### config.mk
export PLATFORM = sky130hd
export DESIGN_NAME = ctb_timer_bank
export DESIGN_NICKNAME = d
export VERILOG_FILES = /design/src/rtl/ctb_pkg.sv /design/src/rtl/ctb_sys_count.sv /design/src/rtl/ctb_timer_chan.sv /design/src/rtl/ctb_irq_collect.sv /design/src/rtl/ctb_timer_bank.sv
export SDC_FILE = /design/constraint.sdc
export NUM_CORES = 1
export LEC_CHECK = 0
export ABC_AREA = 1
export BUFFER_PORTS_ARGS = -buffer_cell sky130_fd_sc_hd__buf_4
export CELL_PAD_IN_SITES_DETAIL_PLACEMENT = 1
export CELL_PAD_IN_SITES_GLOBAL_PLACEMENT = 2
export CORE_MARGIN = 4
export CORE_UTILIZATION = 28
export CTS_CLUSTER_SIZE = 14
export DETAILED_ROUTE_END_ITERATION = 8
export GPL_TIMING_DRIVEN = 0
export PLACE_DENSITY_LB_ADDON = 0.1
export SLEW_MARGIN = 20
export SYNTH_ARGS = -nofsm -noshare
export SYNTH_HDL_FRONTEND = slang
export SYNTH_HIERARCHICAL = 1
export SYNTH_SLANG_ARGS = --single-unit
### constraint.sdc
create_clock -name clk -period 6.2 [get_ports clk]
set_clock_uncertainty 0.1 [all_clocks]
set_input_delay 1.55 -clock clk [delete_from_list [all_inputs] [get_ports clk]]
set_output_delay 1.55 -clock clk [all_outputs]
set_load 0.02 [all_outputs]
### src/rtl/ctb_pkg.sv
// Package: shared constants and the per-channel interrupt identifier table
// for the counter-timer bank. Assumes channel order 0..4 as in the brief.
package ctb_pkg;
    localparam int unsigned NO_IRQ_ID = 1023;

    // Return the fixed interrupt identifier of a channel; unknown -> none.
    function automatic int unsigned chan_irq_id(input int unsigned idx);
        case (idx)
            0:       return 13;
            1:       return 10;
            3:       return 11;
            default: return NO_IRQ_ID;
        endcase
    endfunction
endpackage

### src/rtl/ctb_sys_count.sv
// Module: free-running physical count plus an offset-derived virtual view.
// Assumes a synchronous active-low reset; the virtual view is combinational.
module ctb_sys_count #(
    parameter int CNT_W = 64
) (
    input  logic             clk,
    input  logic             rst_n,
    input  logic             off_wr,
    input  logic [CNT_W-1:0] off_data,
    output logic [CNT_W-1:0] phys_cnt,
    output logic [CNT_W-1:0] virt_cnt
);
    logic [CNT_W-1:0] phys_q;
    logic [CNT_W-1:0] off_q;

    // Advance the physical count once per cycle.
    always_ff @(posedge clk) begin
        if (!rst_n) phys_q <= '0;
        else        phys_q <= phys_q + CNT_W'(1);
    end

    // Hold the programmable virtual offset.
    always_ff @(posedge clk) begin
        if (!rst_n)      off_q <= '0;
        else if (off_wr) off_q <= off_data;
    end

    assign phys_cnt = phys_q;
    assign virt_cnt = phys_q - off_q;


    cnt_step_chk: assert property (@(posedge clk) disable iff (!rst_n)
        rst_n |=> phys_q == $past(phys_q) + CNT_W'(1));
endmodule

### src/rtl/ctb_timer_chan.sv
// Module: one 32-bit down-counting timer channel with a report enable.
// Assumes a load and the decrement never coexist: the load wins.
module ctb_timer_chan #(
    parameter int TMR_W = 32
) (
    input  logic             clk,
    input  logic             rst_n,
    input  logic             ld_en,
    input  logic             ctl_en,
    input  logic [TMR_W-1:0] wr_val,
    input  logic             ctl_val,
    output logic             hit_next,
    output logic             expire
);
    logic [TMR_W-1:0] tval_q;
    logic [TMR_W-1:0] dec;
    logic             en_q;
    logic             expire_q;

    assign dec      = tval_q - TMR_W'(1);
    assign hit_next = !ld_en && en_q && (dec == '0);

    // Load or decrement the timer value.
    always_ff @(posedge clk) begin
        if (!rst_n)     tval_q <= '0;
        else if (ld_en) tval_q <= wr_val;
        else            tval_q <= dec;
    end

    // Hold the report enable bit.
    always_ff @(posedge clk) begin
        if (!rst_n)      en_q <= 1'b1;
        else if (ctl_en) en_q <= ctl_val;
    end

    // Register the one-cycle expiry pulse.
    always_ff @(posedge clk) begin
        if (!rst_n) expire_q <= 1'b0;
        else        expire_q <= hit_next;
    end

    assign expire = expire_q;


    tval_dec_chk: assert property (@(posedge clk) disable iff (!rst_n)
        !ld_en |=> tval_q == $past(tval_q) - TMR_W'(1));

    tval_load_chk: assert property (@(posedge clk) disable iff (!rst_n)
        ld_en |=> tval_q == $past(wr_val) && !expire_q);

    expire_zero_chk: assert property (@(posedge clk) disable iff (!rst_n)
        expire_q |-> tval_q == '0);

    quiet_chk: assert property (@(posedge clk) disable iff (!rst_n)
        !en_q |=> !expire_q);
endmodule

### src/rtl/ctb_irq_collect.sv
// Module: sticky pending flag, set by any channel hit, cleared by acknowledge.
// Assumes a set on the same edge as an acknowledge wins.
module ctb_irq_collect #(
    parameter int NUM_CH = 5
) (
    input  logic              clk,
    input  logic              rst_n,
    input  logic [NUM_CH-1:0] hit_vec,
    input  logic              irq_ack,
    output logic              irq_pending
);
    logic pend_q;

    // Set on any hit, otherwise clear on acknowledge.
    always_ff @(posedge clk) begin
        if (!rst_n) pend_q <= 1'b0;
        else        pend_q <= (|hit_vec) | (pend_q & ~irq_ack);
    end

    assign irq_pending = pend_q;


    pend_set_chk: assert property (@(posedge clk) disable iff (!rst_n)
        (|hit_vec) |=> pend_q);

    pend_hold_chk: assert property (@(posedge clk) disable iff (!rst_n)
        pend_q && !irq_ack |=> pend_q);

    pend_clr_chk: assert property (@(posedge clk) disable iff (!rst_n)
        !(|hit_vec) && irq_ack |=> !pend_q);
endmodule

### src/rtl/ctb_timer_bank.sv
// Module: top of the counter-timer bank. Decodes the write port, builds the
// system counts, the timer channels, the pending flag and the ID table.
// Assumes NUM_CH <= 7 so that channel and control addresses fit in 4 bits.
module ctb_timer_bank #(
    parameter int CNT_W  = 64,
    parameter int TMR_W  = 32,
    parameter int NUM_CH = 5,
    parameter int ID_W   = 10
) (
    input  logic                   clk,
    input  logic                   rst_n,
    input  logic                   wr_en,
    input  logic [3:0]             wr_addr,
    input  logic [CNT_W-1:0]       wr_data,
    input  logic                   irq_ack,
    output logic [CNT_W-1:0]       phys_cnt,
    output logic [CNT_W-1:0]       virt_cnt,
    output logic [NUM_CH-1:0]      expire,
    output logic                   irq_pending,
    output logic                   irq_req,
    output logic [NUM_CH*ID_W-1:0] chan_id,
    output logic [NUM_CH-1:0]      chan_has_irq
);
    localparam int ADDR_W   = 4;
    localparam int CTL_BASE = 8;
    localparam int OFF_ADDR = 15;

    logic [NUM_CH-1:0] hit_vec;
    logic              off_wr;

    assign off_wr = wr_en && (wr_addr == ADDR_W'(OFF_ADDR));

    ctb_sys_count #(.CNT_W(CNT_W)) i_count (
        .clk      (clk),
        .rst_n    (rst_n),
        .off_wr   (off_wr),
        .off_data (wr_data),
        .phys_cnt (phys_cnt),
        .virt_cnt (virt_cnt)
    );

    for (genvar i = 0; i < NUM_CH; i++) begin : g_chan
        logic ld_sel;
        logic ctl_sel;
        logic [ID_W-1:0] id_val;

        assign ld_sel  = wr_en && (wr_addr == ADDR_W'(i));
        assign ctl_sel = wr_en && (wr_addr == ADDR_W'(CTL_BASE + i));

        ctb_timer_chan #(.TMR_W(TMR_W)) i_chan (
            .clk      (clk),
            .rst_n    (rst_n),
            .ld_en    (ld_sel),
            .ctl_en   (ctl_sel),
            .wr_val   (wr_data[TMR_W-1:0]),
            .ctl_val  (wr_data[0]),
            .hit_next (hit_vec[i]),
            .expire   (expire[i])
        );

        assign id_val                  = ID_W'(ctb_pkg::chan_irq_id(i));
        assign chan_id[i*ID_W +: ID_W] = id_val;
        assign chan_has_irq[i]         = (id_val != ID_W'(ctb_pkg::NO_IRQ_ID));
    end

    ctb_irq_collect #(.NUM_CH(NUM_CH)) i_collect (
        .clk         (clk),
        .rst_n       (rst_n),
        .hit_vec     (hit_vec),
        .irq_ack     (irq_ack),
        .irq_pending (irq_pending)
    );

    assign irq_req = |expire;
endmodule

-- Yosys cells after proc, flatten, opt, wreduce, memory -nomap -nowiden
Index checks and enable logic that the tools add are counted.
- input bits: 72
- bits in registers: 299
- bitwise logic cells: 3
- eq/ne operators: 10
- reductions and logical operators: 34
- mux-type cells: 5
- add/sub/neg operators: 7
- operators with widths (operator ; count):
    32-bit logical NOT ; 5
    32-bit two-way mux ; 5
    32-bit by 1-bit subtractor with 32-bit output, second input constant ; 5
    64-bit by 1-bit adder with 64-bit output, second input constant ; 1
    64-bit subtractor ; 1
    4-bit == test, second input constant ; 6
    1-bit logical AND ; 21
    5-bit OR reduction ; 2
    4-bit by 2-bit == test with 1-bit output, second input constant ; 2
    1-bit logical NOT ; 5
    4-bit by 1-bit == test with 1-bit output, second input constant ; 1
    4-bit by 3-bit == test with 1-bit output, second input constant ; 1
    4-bit logical NOT ; 1
    1-bit AND ; 1
    1-bit NOT ; 1
    1-bit OR ; 1

-- Depth between registers and ports, before layout
- word-level depth: 7
- depth in mapped cells: 17

-- By module
Netlist, hierarchy kept.
- by module, submodules not included (module ; area each (um2) ; cells an instance ; instances):
    ctb_sys_count ; 11870.1 ; 2139 ; 1
    ctb_timer_chan (g_chan[0].i_chan ...) ; 2348.5 ; 404 ; 3
    ctb_timer_chan (g_chan[3].i_chan ...) ; 2374.8 ; 403 ; 2
    ctb_timer_bank ; 526.8 ; 83 ; 1
    ctb_irq_collect ; 57.6 ; 11 ; 1

-- Worst setup path before layout
Ideal clock, no wire load.
- path type: register -> output
- start: reg i_count.phys_q[0] (netlist: i_count/phys_cnt[0])
- end: out virt_cnt[32]
- data required time: 4.550 ns
- setup slack: 2.261 ns
- stages on the path, launching flop included: 14
- path buffers: 0
- arrival: 2.289 ns
- cells stage by stage: dfxtp_1 -> inv_1 -> ha_1 -> fa_1 -> inv_1 -> nand3_1 -> nand2_1 -> nand2_1 -> nand2_1 -> nand3_1 -> nand2_1 -> nand2_1 -> nand2_1 -> xor2_1
- longest elaborated chain between the ends: 1
- ends and longest elaborated chain (what ; RTL line ; RTL):
    start: declaration ; ctb_sys_count.sv:13 ; logic [CNT_W-1:0] phys_q;
    start signal: assignment ; ctb_sys_count.sv:19 ; else phys_q <= phys_q + CNT_W'(1);
    64-bit subtractor ; ctb_sys_count.sv:29 ; assign virt_cnt = phys_q - off_q;
    end: declaration ; ctb_timer_bank.sv:17 ; output logic [CNT_W-1:0] virt_cnt,
No other way between the ends.

-- Worst setup path in the final report
- start: reg i_count.phys_q[0] (netlist: i_count/phys_cnt[0])
- end: out virt_cnt[40]
Same word-level chain as after synthesis.

==> metrics.txt <==
# TYPE chip_impl_metric gauge
chip_impl_metric{name="worst-slew-pin-transition",unit="ns"} 0.808
chip_impl_metric{name="grt_first_pass_wirelength",unit="mm"} 167
chip_impl_info{name="worst_setup_path_end_kind",value="output port"} 1
chip_impl_metric{name="hold_depth",unit=""} 2
chip_impl_metric{name="postRouteAntennaNets",unit=""} 0
chip_impl_metric{name="die_width",unit="um"} 302
chip_impl_metric{name="crit_fanout",unit=""} 6
chip_impl_metric{name="layout_worst_path_cycle_share",unit="%"} 79.1
chip_impl_metric{name="vias_per_cell",unit=""} 4.68
chip_impl_metric{name="async_flop_share",unit="%"} 0
chip_impl_metric{name="flops_latches_synth",unit=""} 299
chip_impl_metric{name="half_perimeter_wire_length_after_detailed_placement",unit="mm"} 95.1
chip_impl_metric{name="layout-area-overhead-vs-synth",unit="%"} 18.4
chip_impl_info{name="outcome",value="complete, no violations"} 1
chip_impl_metric{name="post_syn_instances",unit=""} 4251
chip_impl_metric{name="die_height",unit="um"} 302
chip_impl_metric{name="first_pass_iters",unit=""} 5
chip_impl_metric{name="met2_length",unit="mm"} 51.9
chip_impl_metric{name="ys.warnings.count",unit=""} 6
chip_impl_metric{name="power_report.internal_total",unit="uW"} 4750
chip_impl_metric{name="ctsResizeCount",unit=""} 0
chip_impl_metric{name="placement.io_buffers",unit=""} 206
chip_impl_metric{name="yosysUniqueCellTypes",unit=""} 41
chip_impl_metric{name="ys_seq_area_share",unit="%"} 24.7
chip_impl_metric{name="h_tree_depth_reported_by_cts",unit=""} 2
chip_impl_metric{name="clock.fmax",unit="GHz"} 0.204
chip_impl_metric{name="power.net_switching",unit="uW"} 3930
chip_impl_info{name="hold_path.class",value="reg2reg"} 1
chip_impl_metric{name="cts-buffers-inserted",unit=""} 40
chip_impl_metric{name="wirelength",unit="mm"} 114
chip_impl_metric{name="max_cap_violations",unit=""} 0
chip_impl_metric{name="post-route-util",unit="%"} 33.6
chip_impl_metric{name="netSwitchingFraction",unit="%"} 45.2
chip_impl_metric{name="worst-r2r-cell-count",unit=""} 16
chip_impl_metric{name="crit_arrival",unit="ns"} 3.25
chip_impl_metric{name="irDropWorstVdd",unit="mV"} 0.201
chip_impl_metric{name="routedLengthMet1",unit="mm"} 53.5
chip_impl_metric{name="multiInputGateArea",unit="sq um"} 14800
chip_impl_metric{name="postCtsSetupRepairBufs",unit=""} 0
chip_impl_metric{name="routed-via-count",unit=""} 26800
chip_impl_metric{name="synth_edf_count",unit=""} 0
chip_impl_metric{name="hold_violations",unit=""} 0
chip_impl_metric{name="filler_cell_count",unit=""} 11500
chip_impl_metric{name="floorplan.initialDensity",unit="%"} 28.3
chip_impl_metric{name="wire_per_inst",unit="um"} 19.9
chip_impl_metric{name="finalNetCount",unit=""} 4699
chip_impl_metric{name="setup_tns_after_final_layout",unit="ns"} 0
chip_impl_metric{name="rows",unit=""} 107
chip_impl_metric{name="place.gp.congestion",unit=""} 0.874
chip_impl_metric{name="final-max-slew-violation-count",unit=""} 0
chip_impl_info{name="cts_root_buffer",value="sky130_fd_sc_hd__clkbuf_16"} 1
chip_impl_metric{name="power.clock.fraction",unit="%"} 27.1
chip_impl_info{name="critPathKind",value="reg2out"} 1
chip_impl_metric{name="slew_headroom",unit="%"} 46.1
chip_impl_metric{name="first_global_vias",unit=""} 26600
chip_impl_metric{name="layout_cells_sized_above_1",unit="%"} 10.9
chip_impl_metric{name="wl_met3",unit="mm"} 5.57
chip_impl_info{name="top_layer",value="met4"} 1
chip_impl_metric{name="ff_latch_area",unit="sq um"} 5990
chip_impl_metric{name="clkLatencyLatePin",unit="ns"} 0.55
chip_impl_metric{name="power_density",unit="nW/um^2"} 302
chip_impl_metric{name="remaining_drc_errors",unit=""} 0
chip_impl_info{name="worstSetupStartpointType",value="register"} 1
chip_impl_metric{name="cts-hold-fix-buffers",unit=""} 0
chip_impl_info{name="ys.flop_type",value="sky130_fd_sc_hd__dfxtp_1"} 1
chip_impl_metric{name="final-setup-viol-count",unit=""} 0
chip_impl_metric{name="die_area",unit="sq um"} 91400
chip_impl_metric{name="share_seq_of_total_power",unit="%"} 27.2
chip_impl_metric{name="design.portCount",unit=""} 262
chip_impl_info{name="cts_tree",value="yes"} 1
chip_impl_metric{name="synth.cell_area",unit="sq um"} 24200
chip_impl_metric{name="gr-total-overflow",unit=""} 0
chip_impl_metric{name="clock-sinks",unit=""} 299
chip_impl_metric{name="p_leak",unit="uW"} 0.0156
chip_impl_metric{name="floorplan.core_area",unit="sq um"} 85500
chip_impl_metric{name="power_frac_comb",unit="%"} 45.7
chip_impl_metric{name="grt_antenna_before_repair",unit=""} 9
chip_impl_metric{name="worstPathRequired",unit="ns"} 4.55
chip_impl_metric{name="clock_pin_slew_of_the_registers_on_the_worst_case_setup_and_hold_paths",unit="ns"} 0.06
chip_impl_metric{name="detailedRoute.firstIterationViolations",unit=""} 1374
chip_impl_metric{name="clk_path_buf_depth",unit=""} 3
chip_impl_metric{name="fin_crit",unit="ns"} 4.90
chip_impl_metric{name="globalRouteTotalUtil",unit="%"} 24.4
chip_impl_metric{name="maximum_number_of_pins_on_one_net_before_global_route_repair",unit=""} 27
chip_impl_metric{name="synthesis.area_per_instance",unit="sq um"} 5.70
chip_impl_info{name="rsz0062_at_grt",value="false"} 1
[power by group through the flow]
stage          clock network (uW)  registers, uW  logic (uW)
6_report                     2350           2360        3970
5_1_grt                      2490           2400        4490
4_1_cts                      2410           2360        4010
3_5_place_dp                    0           2400        3990
3_3_place_gp                    0           2400        3950
2_1_floorplan                   0           2320        2730
[cell usage in the layout, fill, tap and decap left out, types with 43 or more instances in the layout]
master	instances
sky130_fd_sc_hd__nand4_1	66
sky130_fd_sc_hd__buf_4	261
sky130_fd_sc_hd__xor2_1	43
sky130_fd_sc_hd__nor2_1	629
sky130_fd_sc_hd__ha_1	74
sky130_fd_sc_hd__a21oi_1	164
sky130_fd_sc_hd__inv_1	748
sky130_fd_sc_hd__o21ai_0	195
sky130_fd_sc_hd__nand3_1	230
sky130_fd_sc_hd__nand2_1	1288
sky130_fd_sc_hd__o211ai_1	90
sky130_fd_sc_hd__dfxtp_1	299
sky130_fd_sc_hd__conb_1	55
sky130_fd_sc_hd__clkbuf_1	74
sky130_fd_sc_hd__nor2_2	45
[final timing paths]
kind / slack [ns] / endpoint / startpoint
worst min register to register: 0.36 / i_count/off_q[61]$_SDFFE_PN0P_ / i_count/off_q[61]$_SDFFE_PN0P_
worst max-delay path: 1.30 / virt_cnt[40] / i_count/phys_cnt[0]$_SDFF_PN0_
worst max register to register: 3.34 / i_collect/irq_pending$_SDFF_PN0_ / g_chan[3].i_chan/tval_q[0]$_SDFF_PN0_
worst min-delay path: 0.36 / i_count/off_q[61]$_SDFFE_PN0P_ / i_count/off_q[61]$_SDFFE_PN0P_
[logic make-up (layout without fill, tap and decap cells)]
kind of cell | Yosys count | after routing | synth area share, %
AOI/OAI and AO/OA | 479 | 479 | 11.1
xor gates and xnor gates | 48 | 48 | 1.73
adders and majority gates | 75 | 75 | 3.90
buffers and inverters | 904 | 1177 | 15.0
DFF | 299 | 299 | 24.7
other | 2 | 56 | 0.0310
and+or+nand+nor | 2444 | 2444 | 43.6
[metrics by stage]
| stage | std cells | area [sq um] | setup WS (ns) | power (uW) | hold slack, ns |
|---|---|---|---|---|---|
| after floorplan | 4304 | 24400 | 2.26 | 5060 | 0.335 |
| after global placement | 5654 | 27400 | 1.80 | 6360 | 0.347 |
| after detailed placement | 5654 | 27400 | 1.81 | 6390 | 0.354 |
| after CTS | 5721 | 28700 | 1.21 | 8780 | 0.365 |
| after global routing | 5721 | 28700 | 1.01 | 9370 | 0.374 |
| final | 5722 | 28700 | 1.30 | 8680 | 0.360 |
[cell usage after synthesis (2+ instances only)]
| cell | instances | area, sq um |
|---|---|---|
| sky130_fd_sc_hd__o21bai_1 | 23 | 173 |
| sky130_fd_sc_hd__nand3_2 | 10 | 100 |
| sky130_fd_sc_hd__buf_4 | 55 | 413 |
| sky130_fd_sc_hd__clkbuf_1 | 69 | 259 |
| sky130_fd_sc_hd__nand2_1 | 1288 | 4830 |
| sky130_fd_sc_hd__inv_1 | 748 | 2810 |
| sky130_fd_sc_hd__nand3_1 | 230 | 1150 |
| sky130_fd_sc_hd__a21oi_1 | 164 | 821 |
| sky130_fd_sc_hd__nand3b_1 | 22 | 165 |
| sky130_fd_sc_hd__ha_1 | 74 | 926 |
| sky130_fd_sc_hd__nor3_2 | 16 | 160 |
| sky130_fd_sc_hd__nand2_4 | 9 | 101 |
| sky130_fd_sc_hd__xor2_1 | 43 | 377 |
| sky130_fd_sc_hd__nor3_4 | 5 | 81.3 |
| sky130_fd_sc_hd__buf_6 | 5 | 56.3 |
| sky130_fd_sc_hd__buf_1 | 2 | 7.51 |
| sky130_fd_sc_hd__nand2_2 | 31 | 194 |
| sky130_fd_sc_hd__o21ai_0 | 195 | 976 |
| sky130_fd_sc_hd__xnor2_1 | 5 | 43.8 |
| sky130_fd_sc_hd__or2_2 | 6 | 37.5 |
| sky130_fd_sc_hd__inv_2 | 18 | 67.6 |
| sky130_fd_sc_hd__nor3_1 | 40 | 200 |
| sky130_fd_sc_hd__nand4_1 | 66 | 413 |
| sky130_fd_sc_hd__nor2_8 | 4 | 80.1 |
| sky130_fd_sc_hd__nor4_1 | 2 | 12.5 |
| sky130_fd_sc_hd__clkinv_1 | 7 | 26.3 |
| sky130_fd_sc_hd__o211ai_1 | 90 | 676 |
| sky130_fd_sc_hd__dfxtp_1 | 299 | 5990 |
| sky130_fd_sc_hd__or2_0 | 10 | 62.6 |
| sky130_fd_sc_hd__nor2_4 | 26 | 293 |
| sky130_fd_sc_hd__nor2_1 | 629 | 2360 |
| sky130_fd_sc_hd__nor3b_1 | 2 | 15.0 |
| sky130_fd_sc_hd__conb_1 | 2 | 7.51 |
| sky130_fd_sc_hd__nor2_2 | 45 | 282 |
| sky130_fd_sc_hd__o21ai_1 | 5 | 25.0 |
[final cells by class]
type / instances / share of cell area (%)
multi-input combinational: 3101 / 51.6
sequential: 299 / 20.8
inverter: 773 / 10.1
timing repair buffer: 206 / 5.38
tap: 1144 / 4.98
clock buffer: 52 / 3.93
buffer: 131 / 2.56
clock inverter: 15 / 0.571
antenna: 1 / 0.00871
[per-layer routing]
metal  vias to the layer above  GRT usage, %
met3                       111          3.24
met5                         -             0
met4                         0          6.11
met1                     12500          33.1
li1                      13700             -
met2                       483          40.8
[worst max-delay path: stages (launching register included)]
cell	delay, ns
sky130_fd_sc_hd__dfxtp_1	0.51
sky130_fd_sc_hd__inv_1	0.11
sky130_fd_sc_hd__ha_1	0.28
sky130_fd_sc_hd__fa_1	0.47
sky130_fd_sc_hd__inv_1	0.13
sky130_fd_sc_hd__nand3_1	0.08
sky130_fd_sc_hd__nand2_1	0.16
sky130_fd_sc_hd__nand2_1	0.07
sky130_fd_sc_hd__nand2_1	0.14
sky130_fd_sc_hd__nand2_1	0.08
sky130_fd_sc_hd__nand3_1	0.17
sky130_fd_sc_hd__nand3_1	0.14
sky130_fd_sc_hd__nand2_1	0.08
sky130_fd_sc_hd__nand2_1	0.05
sky130_fd_sc_hd__nand2_1	0.08
sky130_fd_sc_hd__buf_4	0.15
[registers in the layout, summed over array words and instances, names as in the netlist]
register and count:
i_count/off_q 64, g_chan.i_chan/en_q 5, g_chan.i_chan/expire 5, g_chan.i_chan/tval_q 160
i_count/phys_cnt 64, i_collect/irq_pending 1
No activity file was read; power rests on OpenSTA's default activity.
